<file path="src/rtl/adc_seq_pkg.sv">
package adc_seq_pkg;

    typedef enum logic [2:0] {
        S_IDLE,
        S_ALIGN,
        S_DELAY,
        S_SAMPLE,
        S_CONVERT
    } seq_state_t;

    function automatic int max2(input int a, input int b);
        return (a > b) ? a : b;
    endfunction

    // control/status bit positions
    localparam int B_START = 0;
    localparam int B_IEN   = 1;
    localparam int B_CKS   = 2;
    localparam int B_TRGEN = 3;
    localparam int B_FLAG  = 4;
    localparam int CSR_W   = 5;

endpackage

</file>
<file path="src/rtl/adc_seq_presc.sv">
module adc_seq_presc #(
    parameter int PHASE_W = 3
) (
    input  logic               clk,
    input  logic               rst_n,
    output logic [PHASE_W-1:0] phase
);

    always_ff @(posedge clk or negedge rst_n) begin
        if (!rst_n) phase <= '0;
        else        phase <= phase + 1'b1;
    end

endmodule

</file>
<file path="src/rtl/adc_seq_trig.sv">
module adc_seq_trig #(
    parameter int SYNC = 2
) (
    input  logic clk,
    input  logic rst_n,
    input  logic pin_n,
    output logic fall
);

    logic [SYNC:0] sh;

    always_ff @(posedge clk or negedge rst_n) begin
        if (!rst_n) sh <= '1;
        else        sh <= {sh[SYNC-1:0], pin_n};
    end

    assign fall = sh[SYNC] & ~sh[SYNC-1];

    // one falling edge gives a single-cycle pulse
    assert_fall_pulse_R7: assert property (@(posedge clk) disable iff (!rst_n)
        fall |=> !fall);

endmodule

</file>
<file path="src/rtl/adc_seq_fsm.sv">
module adc_seq_fsm
    import adc_seq_pkg::*;
#(
    parameter int RES_W       = 10,
    parameter int PRE_SLOW_LG = 3,
    parameter int PRE_FAST_LG = 2,
    parameter int DLY_SLOW    = 9,
    parameter int DLY_FAST    = 5,
    parameter int SMP_SLOW    = 64,
    parameter int SMP_FAST    = 32,
    parameter int CNV_SLOW    = 185,
    parameter int CNV_FAST    = 93
) (
    input  logic                   clk,
    input  logic                   rst_n,
    input  logic                   go,
    input  logic                   abort,
    input  logic                   cks,
    input  logic [PRE_SLOW_LG-1:0] phase,
    input  logic [RES_W-1:0]       ana_value,
    output logic                   busy,
    output logic                   smp_active,
    output logic                   in_convert,
    output logic                   done,
    output logic [RES_W-1:0]       result
);

    localparam int MAXLEN = max2(max2(max2(DLY_SLOW, DLY_FAST), max2(SMP_SLOW, SMP_FAST)),
                                 max2(CNV_SLOW, CNV_FAST));
    localparam int CNT_W  = $clog2(MAXLEN + 1);

    seq_state_t       state, nxt;
    logic [CNT_W-1:0] cnt;
    logic             cks_act;
    logic [RES_W-1:0] held;
    logic [CNT_W-1:0] dly_end, smp_end, cnv_end, load_pt;
    logic             phase_last;

    always_comb begin
        dly_end    = cks_act ? CNT_W'(DLY_FAST - 1) : CNT_W'(DLY_SLOW - 1);
        smp_end    = cks_act ? CNT_W'(SMP_FAST - 1) : CNT_W'(SMP_SLOW - 1);
        cnv_end    = cks_act ? CNT_W'(CNV_FAST - 1) : CNT_W'(CNV_SLOW - 1);
        load_pt    = cks_act ? CNT_W'(CNV_FAST - 2) : CNT_W'(CNV_SLOW - 2);
        phase_last = cks_act ? (&phase[PRE_FAST_LG-1:0]) : (&phase);
    end

    // next-state logic
    always_comb begin
        nxt = state;
        if (abort) begin
            nxt = S_IDLE;
        end else begin
            unique case (state)
                S_IDLE:    if (go)             nxt = S_ALIGN;
                S_ALIGN:   if (phase_last)     nxt = S_DELAY;
                S_DELAY:   if (cnt == dly_end) nxt = S_SAMPLE;
                S_SAMPLE:  if (cnt == smp_end) nxt = S_CONVERT;
                S_CONVERT: if (cnt == cnv_end) nxt = S_IDLE;
                default:                       nxt = S_IDLE;
            endcase
        end
    end

    // state register
    always_ff @(posedge clk or negedge rst_n) begin
        if (!rst_n) state <= S_IDLE;
        else        state <= nxt;
    end

    // phase counter, restarted on every state change
    always_ff @(posedge clk or negedge rst_n) begin
        if (!rst_n)            cnt <= '0;
        else if (nxt != state) cnt <= '0;
        else                   cnt <= cnt + 1'b1;
    end

    // clock select latched at start
    always_ff @(posedge clk or negedge rst_n) begin
        if (!rst_n)                      cks_act <= 1'b0;
        else if (state == S_IDLE && go)  cks_act <= cks;
    end

    // sample-and-hold at close of the sampling window
    always_ff @(posedge clk or negedge rst_n) begin
        if (!rst_n)                                   held <= '0;
        else if (state == S_SAMPLE && nxt == S_CONVERT) held <= ana_value;
    end

    // result loaded one cycle ahead of completion
    always_ff @(posedge clk or negedge rst_n) begin
        if (!rst_n)                                               result <= '0;
        else if (state == S_CONVERT && cnt == load_pt && !abort)  result <= held;
    end

    // outputs
    always_comb begin
        busy       = (state != S_IDLE);
        smp_active = (state == S_SAMPLE);
        in_convert = (state == S_CONVERT);
        done       = (state == S_CONVERT) && (cnt == cnv_end) && !abort;
    end

    // sampling counter never passes the window length
    assert_smp_window_R3: assert property (@(posedge clk) disable iff (!rst_n)
        (state == S_SAMPLE) |-> (cnt <= smp_end));

    // clock select is frozen for the whole conversion
    assert_cks_frozen_R11: assert property (@(posedge clk) disable iff (!rst_n)
        (busy && $past(busy)) |-> $stable(cks_act));

endmodule

</file>
<file path="src/rtl/adc_seq.sv">
module adc_seq
    import adc_seq_pkg::*;
#(
    parameter int RES_W       = 10,
    parameter int PRE_SLOW_LG = 3,
    parameter int PRE_FAST_LG = 2,
    parameter int DLY_SLOW    = 9,
    parameter int DLY_FAST    = 5,
    parameter int SMP_SLOW    = 64,
    parameter int SMP_FAST    = 32,
    parameter int CNV_SLOW    = 185,
    parameter int CNV_FAST    = 93,
    parameter int SYNC        = 2
) (
    input  logic             clk,
    input  logic             rst_n,
    input  logic             csr_wr,
    input  logic             csr_rd,
    input  logic [4:0]       csr_wdata,
    output logic [4:0]       csr_rdata,
    input  logic             dma_rd,
    input  logic             trig_n,
    input  logic [RES_W-1:0] ana_value,
    output logic [RES_W-1:0] result,
    output logic             smp_active,
    output logic             irq
);

    logic [PRE_SLOW_LG-1:0] phase;
    logic trig_fall, go, abort, busy, in_convert, done;
    logic irq_en, cks, trig_en, flag_q, armed;

    adc_seq_presc #(.PHASE_W(PRE_SLOW_LG)) u_presc (
        .clk   (clk),
        .rst_n (rst_n),
        .phase (phase)
    );

    adc_seq_trig #(.SYNC(SYNC)) u_trig (
        .clk   (clk),
        .rst_n (rst_n),
        .pin_n (trig_n),
        .fall  (trig_fall)
    );

    assign go    = !busy && ((csr_wr && csr_wdata[B_START]) || (trig_en && trig_fall));
    assign abort =  busy &&   csr_wr && !csr_wdata[B_START];

    adc_seq_fsm #(
        .RES_W(RES_W), .PRE_SLOW_LG(PRE_SLOW_LG), .PRE_FAST_LG(PRE_FAST_LG),
        .DLY_SLOW(DLY_SLOW), .DLY_FAST(DLY_FAST),
        .SMP_SLOW(SMP_SLOW), .SMP_FAST(SMP_FAST),
        .CNV_SLOW(CNV_SLOW), .CNV_FAST(CNV_FAST)
    ) u_fsm (
        .clk        (clk),
        .rst_n      (rst_n),
        .go         (go),
        .abort      (abort),
        .cks        (cks),
        .phase      (phase),
        .ana_value  (ana_value),
        .busy       (busy),
        .smp_active (smp_active),
        .in_convert (in_convert),
        .done       (done),
        .result     (result)
    );

    // configuration bits
    always_ff @(posedge clk or negedge rst_n) begin
        if (!rst_n) begin
            irq_en  <= 1'b0;
            cks     <= 1'b0;
            trig_en <= 1'b0;
        end else if (csr_wr) begin
            irq_en  <= csr_wdata[B_IEN];
            cks     <= csr_wdata[B_CKS];
            trig_en <= csr_wdata[B_TRGEN];
        end
    end

    // end flag with read-then-write-0 and DMA clearing
    always_ff @(posedge clk or negedge rst_n) begin
        if (!rst_n) begin
            flag_q <= 1'b0;
            armed  <= 1'b0;
        end else if (done) begin
            flag_q <= 1'b1;
        end else if (dma_rd || (csr_wr && !csr_wdata[B_FLAG] && armed)) begin
            flag_q <= 1'b0;
            armed  <= 1'b0;
        end else if (csr_rd && flag_q) begin
            armed  <= 1'b1;
        end
    end

    assign csr_rdata = {flag_q, trig_en, cks, irq_en, busy};
    assign irq       = flag_q && irq_en;

    // the flag only rises as a conversion ends
    assert_flag_from_convert_R5: assert property (@(posedge clk) disable iff (!rst_n)
        $rose(flag_q) |-> $past(in_convert));

    // the result settles before the flag is seen
    assert_result_before_flag_R5: assert property (@(posedge clk) disable iff (!rst_n)
        $rose(flag_q) |-> $stable(result));

    // an aborted conversion never sets the flag
    assert_abort_no_flag_R8: assert property (@(posedge clk) disable iff (!rst_n)
        (abort && !flag_q) |=> !flag_q);

endmodule

</file>
<file path="config.mk">
export PLATFORM = sky130hd
export DESIGN_NAME = adc_seq
export DESIGN_NICKNAME = d
export VERILOG_FILES = /design/src/rtl/adc_seq_pkg.sv /design/src/rtl/adc_seq_presc.sv /design/src/rtl/adc_seq_trig.sv /design/src/rtl/adc_seq_fsm.sv /design/src/rtl/adc_seq.sv
export SDC_FILE = /design/constraint.sdc
export NUM_CORES = 1
export LEC_CHECK = 0
export ABC_AREA = 0
export BUFFER_PORTS_ARGS = -buffer_cell sky130_fd_sc_hd__buf_2
export CAP_MARGIN = 20
export CORE_MARGIN = 4
export CORE_UTILIZATION = 40
export DETAILED_ROUTE_END_ITERATION = 7
export PLACE_DENSITY_LB_ADDON = 0.1
export SLEW_MARGIN = 5
export SYNTH_ARGS = -nofsm -noshare
export SYNTH_HDL_FRONTEND = slang
export SYNTH_SLANG_ARGS = --single-unit
</file>
<file path="constraint.sdc">
create_clock -name clk -period 2 [get_ports clk]
set_clock_uncertainty 0.2 [all_clocks]
set_input_delay 0.3 -clock clk [delete_from_list [all_inputs] [get_ports clk]]
set_output_delay 0.3 -clock clk [all_outputs]
set_load 0.1 [all_outputs]
</file>
==> metrics.txt, run 1 <==
failing checks=setup timing; Die X=80.6 microns; setup slack after layout=-70.8 ps; Post-Route WL=roughly 4.4 mm; hold path endpoint=u_fsm.held[2]; initial antenna violation count=0; Lkg Pwr=about 0.0013 uW; final hold vios=0; vias in the first global route=about 1500; CP peak stage delay=roughly 410 ps; GRT Total Usage=~14%; Initial DRT Pass Iterations=4; global-route wire length before repair=around 7.1 mm; worst skew pair latency=290 ps; Critical R2R Launch=u_fsm.cnt[1]; WP data required=just over 2000 ps; crit-path cells=ha_2 -> and4_4 -> and3_4 -> or3b_4 -> a31o_4 -> nor3b_2; Setup crit end kind=flip-flop; top_reg_cell synth=dfrtp_1; row cnt=26; Psw=about 900 uW; P_int=roughly 1600 uW; Layout area overhead=26.1%; number of synthesized flops with an enable pin=0; Num Clock Sinks=43; area share of the largest cell type after synthesis=between 40% and 50%; Net Sw Frac=35.4%; Peak supply drop=456 uV; Pwr per Cell Area=954 mW/mm^2; combinational fraction of design power=38.0%; Setup-failing EPs final=8; Routed Antenna Nets=0; CTS clk-pin slew, worst paths=90 ps; Rel. slew slack=65.4%; Via density=5.00; Worst Path Max Fanout=8; CTS Buffer Depth=2; syn_nets=199; CP Launch Type=flip-flop; routed wire length per instance=14.8 microns; DRC errors left=0; Final Max Tran Viols=0; post-synthesis instance area=~0.0021 sq mm; core area=0.00511 sq mm; Slew @ Worst Pin=roughly 520 ps; CTS Root Cell=clkbuf_8; Die Ht=80.6 microns; Die ar.=around 0.0065 sq mm; IO buf count=37; minimum clock period=2070 ps; outcome=complete, but fails checks; Hold Path Class=input port to flip-flop; worst hold start=ana_value[2]; number of buffers created by CTS=5; ANT cells=0; Final nets=252; unrepaired setup endpoints after global routing=true; post-synth top area cell=dfrtp_1; kind of critical path=flip-flop to flip-flop; synth top area cells=dfrtp_1, mux2_2, mux2_1; Initial DRC Count=69; hold path depth=2; TritonCTS clock tree=built; gpl congestion=just over 0.8; R2R depth=6; share of cells above drive strength 1=between 40% and 50%; setup_tns=-283 ps; dpl hpwl=3.22 mm; CTS H-tree depth=2; #FFs+latches synth=43; I/O pin count=38; post-synthesis cell count=about 170; post-synth cell types=48; fmax=483 MHz; Final period util=104%; Critical Path AT=roughly 2100 ps; total grt overflow=0; Max-Cap Viols=0; reg2reg setup slack=-70 ps; FF-to-FF End=u_fsm.cnt[1]; hold slack=approximately 33 ps; Seq pwr share=40.8%; asr flop ratio synth=100%; register area share after synthesis=approximately half; initial core utilization=41.3%; largest net degree at the start of global routing=24; DR vias=~1500; critical path's slowest cell=dfrtp_1; synth warn=0; Syn Area/Cell=12.1 sq um; Clock power frac=21.3%
==> cell families after synthesis <==
family	Yosys count	share of synthesized area, %
simple gates	53	16.8
buf+inv	21	5.93
xor+xnor	8	3.32
fa+ha+maj	5	2.85
mux	25	13.3
flops	43	51.2
compound gates	19	6.64
==> how the worst max path moves through the flow <==
stage / start / endpoint / slack [ps] / cells after the start
after floorplan: u_fsm.cnt[0] / u_fsm.cnt[1] / -10 / 6
final: u_fsm.cnt[1] / u_fsm.cnt[1] / -70 / 6
after global routing: u_fsm.cnt[1] / u_fsm.cnt[6] / -150 / 6
after detailed placement: u_fsm.cnt[0] / u_fsm.cnt[0] / -70 / 6
after global placement: u_fsm.cks_act / u_fsm.result[3] / -30 / 6
after CTS: u_fsm.cnt[0] / u_fsm.cnt[1] / -80 / 6
==> routing by layer <==
layer  track usage (%)  vias up  share of wire (%)
met5                 0        -                  0
met4              4.56        0                1.4
met3              2.80        5                3.3
met2              24.3       25                 51
met1              18.2      743                 45
li1                  -      718                  -
==> placed cells by master (no fill, tap or decap), types with 2 or more instances in the layout <==
| cell type | netlist | routed |
|---|---|---|
| a21oi_1 | 6 | 6 |
| and3_1 | 4 | 4 |
| buf_12 | 0 | 4 |
| buf_2 | 4 | 35 |
| buf_4 | 7 | 17 |
| buf_6 | 2 | 3 |
| clkbuf_8 | 0 | 5 |
| dfrtp_1 | 40 | 39 |
| dfstp_2 | 3 | 3 |
| dlygate4sd3_1 | 0 | 2 |
| ha_1 | 4 | 3 |
| inv_1 | 6 | 6 |
| mux2_1 | 10 | 9 |
| mux2_2 | 15 | 15 |
| nand2_1 | 11 | 11 |
| nand2b_1 | 2 | 2 |
| nand3_1 | 6 | 6 |
| nand3b_1 | 2 | 2 |
| nand4bb_1 | 2 | 2 |
| nor2_1 | 4 | 3 |
| nor2b_1 | 2 | 2 |
| nor3_1 | 3 | 2 |
| nor3_2 | 5 | 6 |
| xnor2_1 | 4 | 4 |
| xor2_1 | 4 | 4 |
==> power groups by stage <==
stage,Sequential (uW),Clock (uW),Combinational [uW]
finish,1040,540,964
global route,1040,598,1040
CTS,1040,564,834
detailed placement,1050,0,803
global placement,1050,0,781
floorplan,978,0,643
==> final cells by class <==
class	instances	area, sq um
fillers	475	2450
flip-flops and latches	43	1080
repair buffers	61	437
clock buffers	6	72.6
well taps	70	87.6
clock inverters	2	12.5
inverters	6	22.5
multi-input cells	110	948
==> registers in the layout (all words and copies together), names as in the netlist <==
signal         count
armed              1
cks                1
flag_q             1
irq_en             1
trig_en            1
u_fsm.cks_act      1
u_fsm.cnt          8
u_fsm.held        10
u_fsm.result      10
u_fsm.state        3
u_presc.phase      3
u_trig.sh          3
==> Yosys cell counts (all sizes together) (3+ instances only) <==
library cell  count
a21oi             6
nand2            11
inv               6
xnor2             4
ha                4
and3              5
dfstp             3
buf              13
mux2             25
dfrtp            40
nand3             6
nor2              4
xor2              4
nor3              8
==> metrics by stage <==
step / util (%) / cell area [sq um] / cells / total power (uW) / setup slack [ps]
after CTS: 50.2 / 2570 / 292 / 2440 / -77.2
after global placement: 47.8 / 2440 / 282 / 1830 / -30.2
after global routing: 52.1 / 2660 / 298 / 2670 / -147
final: 52.1 / 2660 / 298 / 2540 / -70.8
after detailed placement: 47.8 / 2440 / 282 / 1860 / -67.3
after floorplan: - / 2110 / 174 / 1620 / -9.98
==> timing repair <==
item | in CTS | in global routing
hold endpoints to repair | 21 | 0
gates cloned | 0 | 1
buffers inserted | 0 | 5
gates resized for setup | 6 | 17
hold buffers | 2 | 0
endpoints found under the setup margin | 19 | 20
pin swaps | 2 | 5
==> critical path, delay by kind of cell, from the launching register on <==
kind / cells / cell delay (ps)
and+or+nand+nor: 4 / 910
DFF: 1 / 410
AOI/OAI and AO/OA: 1 / 290
adders and majority gates: 1 / 200
No activity file was read; power rests on OpenSTA's default activity.
==> inputs of run 2 (changes only) <==
--- a/config.mk
+++ b/config.mk
@@ -9,7 +9,7 @@
 export BUFFER_PORTS_ARGS = -buffer_cell sky130_fd_sc_hd__buf_2
 export CAP_MARGIN = 20
 export CORE_MARGIN = 4
-export CORE_UTILIZATION = 40
+export CORE_UTILIZATION = 50
 export DETAILED_ROUTE_END_ITERATION = 7
 export PLACE_DENSITY_LB_ADDON = 0.1
 export SLEW_MARGIN = 5
==> metrics.txt, run 2 (same netlist as run 1, synthesis figures left out) <==
final hold vios=0 (unchanged); dpl hpwl=2.86 mm (-11%); Final Instance Area=0.00266 sq mm (-0.23%); CTS H-tree depth=2 (unchanged); routed wire length per instance=15.2 microns (+2.7%); CP Launch Type=flip-flop; DRC errors left=0 (unchanged); failing checks=setup timing; most frequent cells in the layout=dfrtp_1, buf_2, mux2_2, buf_4, nand2_1; Hold Path Class=input port to flip-flop; global-route wire length before repair=6.84 mm (-3.3%); setup slack after layout=-88.6 ps (-17.8 ps); Psw=892 uW (-0.93%); placed inst area=0.00240 sq mm (-1.9%); WP data required=2010 ps (about the same); outcome=complete, but fails checks; largest net degree at the start of global routing=44 (+83%); DR vias=1484 (-0.47%); gpl congestion=0.833 (+1.7%); Pwr per Cell Area=983 mW/mm^2 (+3.0%); core area=0.00403 sq mm (-21%); Initial DRT Pass Iterations=7 (+3); Layout area overhead=25.8%; total grt overflow=0 (unchanged); initial core utilization=52.4% (+11 points); Final period util=104% (+0.89 points); CTS clk-pin slew, worst paths=80 ps (about the same); number of buffers created by CTS=5 (unchanged); P_int=1720 uW (+4.8%); Worst Path Max Fanout=8 (unchanged); Clock power frac=25.1% (+3.8 points); Die ar.=0.00533 sq mm (-18%); Setup-failing EPs final=8 (unchanged); Largest regs=u_fsm.held x10, u_fsm.result x10, u_fsm.cnt x8; Die Ht=73.0 microns (-9.5%); initial antenna violation count=0 (unchanged); Initial DRC Count=77 (+12%); Via density=5.44 (+8.6%); I/O pin count=38 (unchanged); vias in the first global route=1525 (+1.1%); TritonCTS clock tree=built; fmax=479 MHz (-0.85%); Routed Antenna Nets=0 (unchanged); Die X=73.0 microns (-9.5%); GRT Total Usage=16.8% (+2.5 points); unrepaired setup endpoints after global routing=true; Final Max Tran Viols=0 (unchanged); kind of critical path=flip-flop to flip-flop; Num Clock Sinks=43 (unchanged); Post-Route WL=4.15 mm (-5.9%); Rel. slew slack=67.4% (+2.0 points); share of cells above drive strength 1=48.9% (+2.4 points); Lkg Pwr=0.00133 uW (about the same); Slew @ Worst Pin=492 ps (-27.0 ps); combinational fraction of design power=34.7% (-3.3 points); ANT cells=0 (unchanged); minimum clock period=2090 ps (+17.8 ps); CTS Buffer Depth=2 (unchanged); commonest non-fill, non-tap cell in the layout=dfrtp_1; Peak supply drop=520 uV (+14%); Critical Path AT=2100 ps (about the same); worst skew pair latency=290 ps (about the same); Final nets=247 (-2.0%); Setup crit end kind=flip-flop; CTS Root Cell=clkbuf_8; IO buf count=37 (unchanged); Seq pwr share=40.1% (-0.7 points); row cnt=23 (-12%); setup_tns=-401 ps (-118 ps); Net Sw Frac=34.2% (-1.3 points); Max-Cap Viols=0 (unchanged)
[run 2: worst paths after layout]
check	from	to	slack, ps	cells after the start
min	ana_value[1]	u_fsm.held[1]	30	2
max in group asynchronous	rst_n	u_trig.sh[1]	1020	3
min in group asynchronous	rst_n	u_fsm.state[1]	300	3
min reg2reg	u_trig.sh[0]	u_trig.sh[1]	160	0
max reg2reg	u_fsm.cnt[0]	u_fsm.cnt[1]	-90	6
max	u_fsm.cnt[0]	u_fsm.cnt[1]	-90	6
[run 2: area by class of cell]
type / instances / area [sq um]
fillers: 323 / 1370
flip-flops and latches: 43 / 1080
multi-input cells: 110 / 978
repair buffers: 56 / 397
clock buffers: 6 / 72.6
well taps: 50 / 62.6
clock inverters: 2 / 37.5
inverters: 6 / 22.5
[run 2: timing repair]
action / CTS / global route
pin swaps: 2 / 3
hold buffers: 2 / 0
buffers inserted: 2 / 1
resized for setup: 6 / 15
endpoints found under the setup margin: 19 / 21
hold endpoints to repair: 41 / 0
cloned: 0 / 1
[run 2: critical path, stage by stage, from the launching register on]
cell and delay (ps):
dfrtp_1 410, ha_2 200, and4_4 190, and3_4 180
or3b_4 370, a31o_4 310, nor3b_2 160
[run 2: routing by layer]
layer  global-route usage (%)  share of wire [%]
met1                     20.3                 43
met2                     28.2                 50
met3                     4.82                5.1
met4                     6.76                2.2
met5                        0                  0
[run 2: power groups by stage]
stage	sequential [uW]	combinational (uW)	clock, uW
after floorplan	978	643	0
final	1050	906	656
after global placement	1040	756	0
after global routing	1060	966	716
after detailed placement	1040	788	0
after CTS	1030	820	669
[run 2: per-stage QoR]
stage	util, %	setup WS, ps	cells	hold slack [ps]	power, uW
final	65.9	-88.6	273	34.2	2610
after global routing	65.9	-133	273	23.3	2740
after global placement	59.5	3.21	259	83.9	1790
after floorplan	-	-9.98	174	-196	1620
after CTS	63.5	-42.3	271	26.1	2520
after detailed placement	59.5	-48.0	259	90.7	1830
==> inputs of run 3 (changes only) <==
--- a/config.mk
+++ b/config.mk
@@ -9,10 +9,11 @@
 export BUFFER_PORTS_ARGS = -buffer_cell sky130_fd_sc_hd__buf_2
 export CAP_MARGIN = 20
 export CORE_MARGIN = 4
-export CORE_UTILIZATION = 50
+export CORE_UTILIZATION = 49
 export DETAILED_ROUTE_END_ITERATION = 7
 export PLACE_DENSITY_LB_ADDON = 0.1
 export SLEW_MARGIN = 5
 export SYNTH_ARGS = -nofsm -noshare
 export SYNTH_HDL_FRONTEND = slang
+export SYNTH_HIERARCHICAL = 1
 export SYNTH_SLANG_ARGS = --single-unit
==> metrics.txt, run 3 <==
Initial DRT Pass Iterations=4 (-3); CTS clk-pin slew, worst paths=80 ps (about the same); routed wl met2=2.33 mm (+12%); Post-Route WL=4.60 mm (+11%); Non-Filler Instances=292 (+7.0%); outcome=complete, but fails checks; commonest non-fill, non-tap cell in the layout=dfrtp_1; number of buffers created by CTS=5 (unchanged); CP peak stage delay=420 ps (about the same); vias in the first global route=1685 (+10%); Final Max Tran Viols=0 (unchanged); minimum clock period=2140 ps (+55.8 ps); post-synth top area cell=dfrtp_1; Num Clock Sinks=43 (unchanged); Slew @ Worst Pin=488 ps (-4.20 ps); Die ar.=0.00534 sq mm (+0.36%); Syn Area/Cell=11.7 sq um (-3.3%); total grt overflow=0 (unchanged); Rel. slew slack=67.5% (about the same); met3 WL=217 microns (+2.4%); failing checks=setup timing; Max-Cap Viols=0 (unchanged); CTS H-tree depth=2 (unchanged); crit-path cells=or3_4 -> nand2_4 -> nor2_4 -> nor2_4 -> nor4b_4 -> buf_6 -> mux2_4; pre-CTS WS=-183 ps (-135 ps); most used cell, CP=nor2_4; CTS Buffer Depth=2 (unchanged); syn_nets=201 (+1.0%); setup slack after layout=-144 ps (-55.8 ps); Layout area overhead=34.6%; CP Launch Type=flip-flop; gpl congestion=0.876 (+5.2%); Lkg Pwr=0.00137 uW (+2.9%); Die Ht=73.1 microns (+0.18%); Initial DRC Count=39 (-49%); Peak supply drop=529 uV (+1.7%); initial antenna violation count=0 (unchanged); placed cells=279 (+7.7%); ANT cells=0 (unchanged); register area=0.00108 sq mm (-0.12%); kind of critical path=flip-flop to flip-flop; synth warn=6 (+6); synth top area cells=dfrtp_1, mux2_2, dfstp_2; CTS Root Cell=clkbuf_8; Critical Path AT=2120 ps (+20 ps); Largest regs=u_fsm/held x10, u_fsm/result x10, u_fsm/cnt x8; asr flop ratio synth=100% (unchanged); WP data required=1980 ps (-30 ps); multi-input combinational cell area=0.00105 sq mm (+6.9%); filler cell count=318 (-1.5%); post-synthesis cell count=177 (+1.7%); core area=0.00406 sq mm (+0.71%); IO buf count=37 (unchanged); row cnt=23 (unchanged); post-synth cell types=47 (-2.1%); fmax=466 MHz (-2.6%); DRC errors left=0 (unchanged); worst skew pair latency=290 ps (about the same); Via density=5.24 (-3.5%); register area share after synthesis=52.0% (+0.83 points); #FFs+latches synth=43 (unchanged); largest net degree at the start of global routing=25 (-43%); post-synthesis instance area=0.00208 sq mm (-1.6%); dpl hpwl=3.36 mm (+18%); Worst Path Max Fanout=5 (-3); number of synthesized flops with an enable pin=0 (unchanged); GRT Total Usage=19.5% (+2.7 points); Setup-failing EPs final=30 (+22); top_reg_cell synth=dfrtp_1; Final period util=107% (+2.8 points); Pwr per Cell Area=944 mW/mm^2 (-3.9%); global-route wire length before repair=7.85 mm (+15%); Routed Antenna Nets=0 (unchanged); TritonCTS clock tree=built; unrepaired setup endpoints after global routing=true; Hold Path Class=input port to flip-flop; area share of the largest cell type after synthesis=48.2% (+0.77 points); initial core utilization=51.2% (-1.2 points); Setup crit end kind=flip-flop; critical path's slowest cell=or3_4; final hold vios=0 (unchanged); Die X=73.1 microns (+0.18%); top sig layer=met4; most frequent cells in the layout=dfrtp_1, buf_2, buf_4, mux2_4, nor2_1; Commonest cells post-synth=dfrtp_1, mux2_2, nor2_1; I/O pin count=38 (unchanged); share of cells above drive strength 1=51.7% (+2.8 points); routed wire length per instance=15.8 microns (+3.7%); routed length on met1=1.96 mm (+11%); Final nets=265 (+7.3%); top-count cell post-synth=dfrtp_1; DR vias=1531 (+3.2%)
==> run 3: cell types whose count changed after synthesis, sizes merged, moves of 3 or more <==
| cell | before | now |
|---|---|---|
| nand2 | 11 | 15 |
| nor2 | 4 | 18 |
| and3 | 5 | 1 |
| nand3 | 6 | 2 |
| nor4bb | 0 | 3 |
| nor3 | 8 | 4 |
==> run 3: layout make-up <==
| type | count | area share, % |
|---|---|---|
| flip-flops and latches | 43 | 38.8 |
| multi-input cells | 116 | 37.4 |
| repair buffers | 71 | 18.0 |
| clock buffers | 6 | 2.60 |
| well taps | 50 | 2.24 |
| inverters | 4 | 0.537 |
| clock inverters | 2 | 0.448 |
==> run 3: repair_timing <==
action,CTS,global route
pin swaps,12,1
resized for setup,20,8
hold buffers,2,0
gates cloned,1,0
setup buffers,1,1
endpoints found under the hold margin,20,0
endpoints found under the setup margin,30,32
==> run 3: critical path: cells and delay by family (launching register included) <==
kind / cells / cell delay (ps)
flip-flops: 1 / 400
AND/OR/NAND/NOR: 5 / 940
buffers and inverters: 1 / 190
multiplexers: 1 / 300
==> run 3: worst paths after layout <==
kind | cells past startpoint | slack [ps] | endpoint | from
max in group asynchronous | 3 | 730 | u_trig/sh[1] | rst_n
min in group asynchronous | 2 | 300 | u_fsm/state[1] | rst_n
min | 2 | 30 | u_fsm/held[7] | ana_value[7]
max reg2reg | 7 | -140 | u_fsm/result[2] | u_fsm/state[1]
min reg2reg | 0 | 160 | u_trig/sh[1] | u_trig/sh[0]
max | 7 | -140 | u_fsm/result[2] | u_fsm/state[1]
==> run 3: power by group <==
group | leakage [uW] | internal (uW) | switching [uW]
sequential | 0.000544 | 951 | 71.7
combinational | 0.000788 | 478 | 605
clock | 0.0000412 | 244 | 290
total | 0.00137 | 1670 | 967
==> run 3: cell families (layout without fill, tap and decap cells) <==
kind of cell	after synthesis	after routing	share of synthesized area, %
compound gates	16	16	5.72
xor+xnor	10	10	4.22
fa+ha+maj	3	3	1.81
buf+inv	18	83	5.54
flops	43	43	52.0
mux	24	24	13.0
simple gates	63	63	17.7
==> run 3: per-layer routing <==
metal,global-route usage (%),vias up
met2,33.6,39
met3,5.10,8
met4,7.38,0
met5,0,-
met1,23.2,750
li1,-,734
==> run 3: metrics by stage <==
| stage | utilization (%) | hold WS, ps | instance area [sq um] | TNS, ps | power, uW |
|---|---|---|---|---|---|
| floorplan | - | -196 | 2180 | -6460 | 1720 |
| global placement | 63.0 | 89.3 | 2560 | -2720 | 1940 |
| detailed placement | 63.0 | 98.8 | 2560 | -4320 | 1980 |
| CTS | 67.7 | 24.9 | 2750 | -2150 | 2610 |
| global route | 68.9 | 18.6 | 2800 | -6080 | 2800 |
| finish | 68.9 | 31.1 | 2800 | -2660 | 2640 |
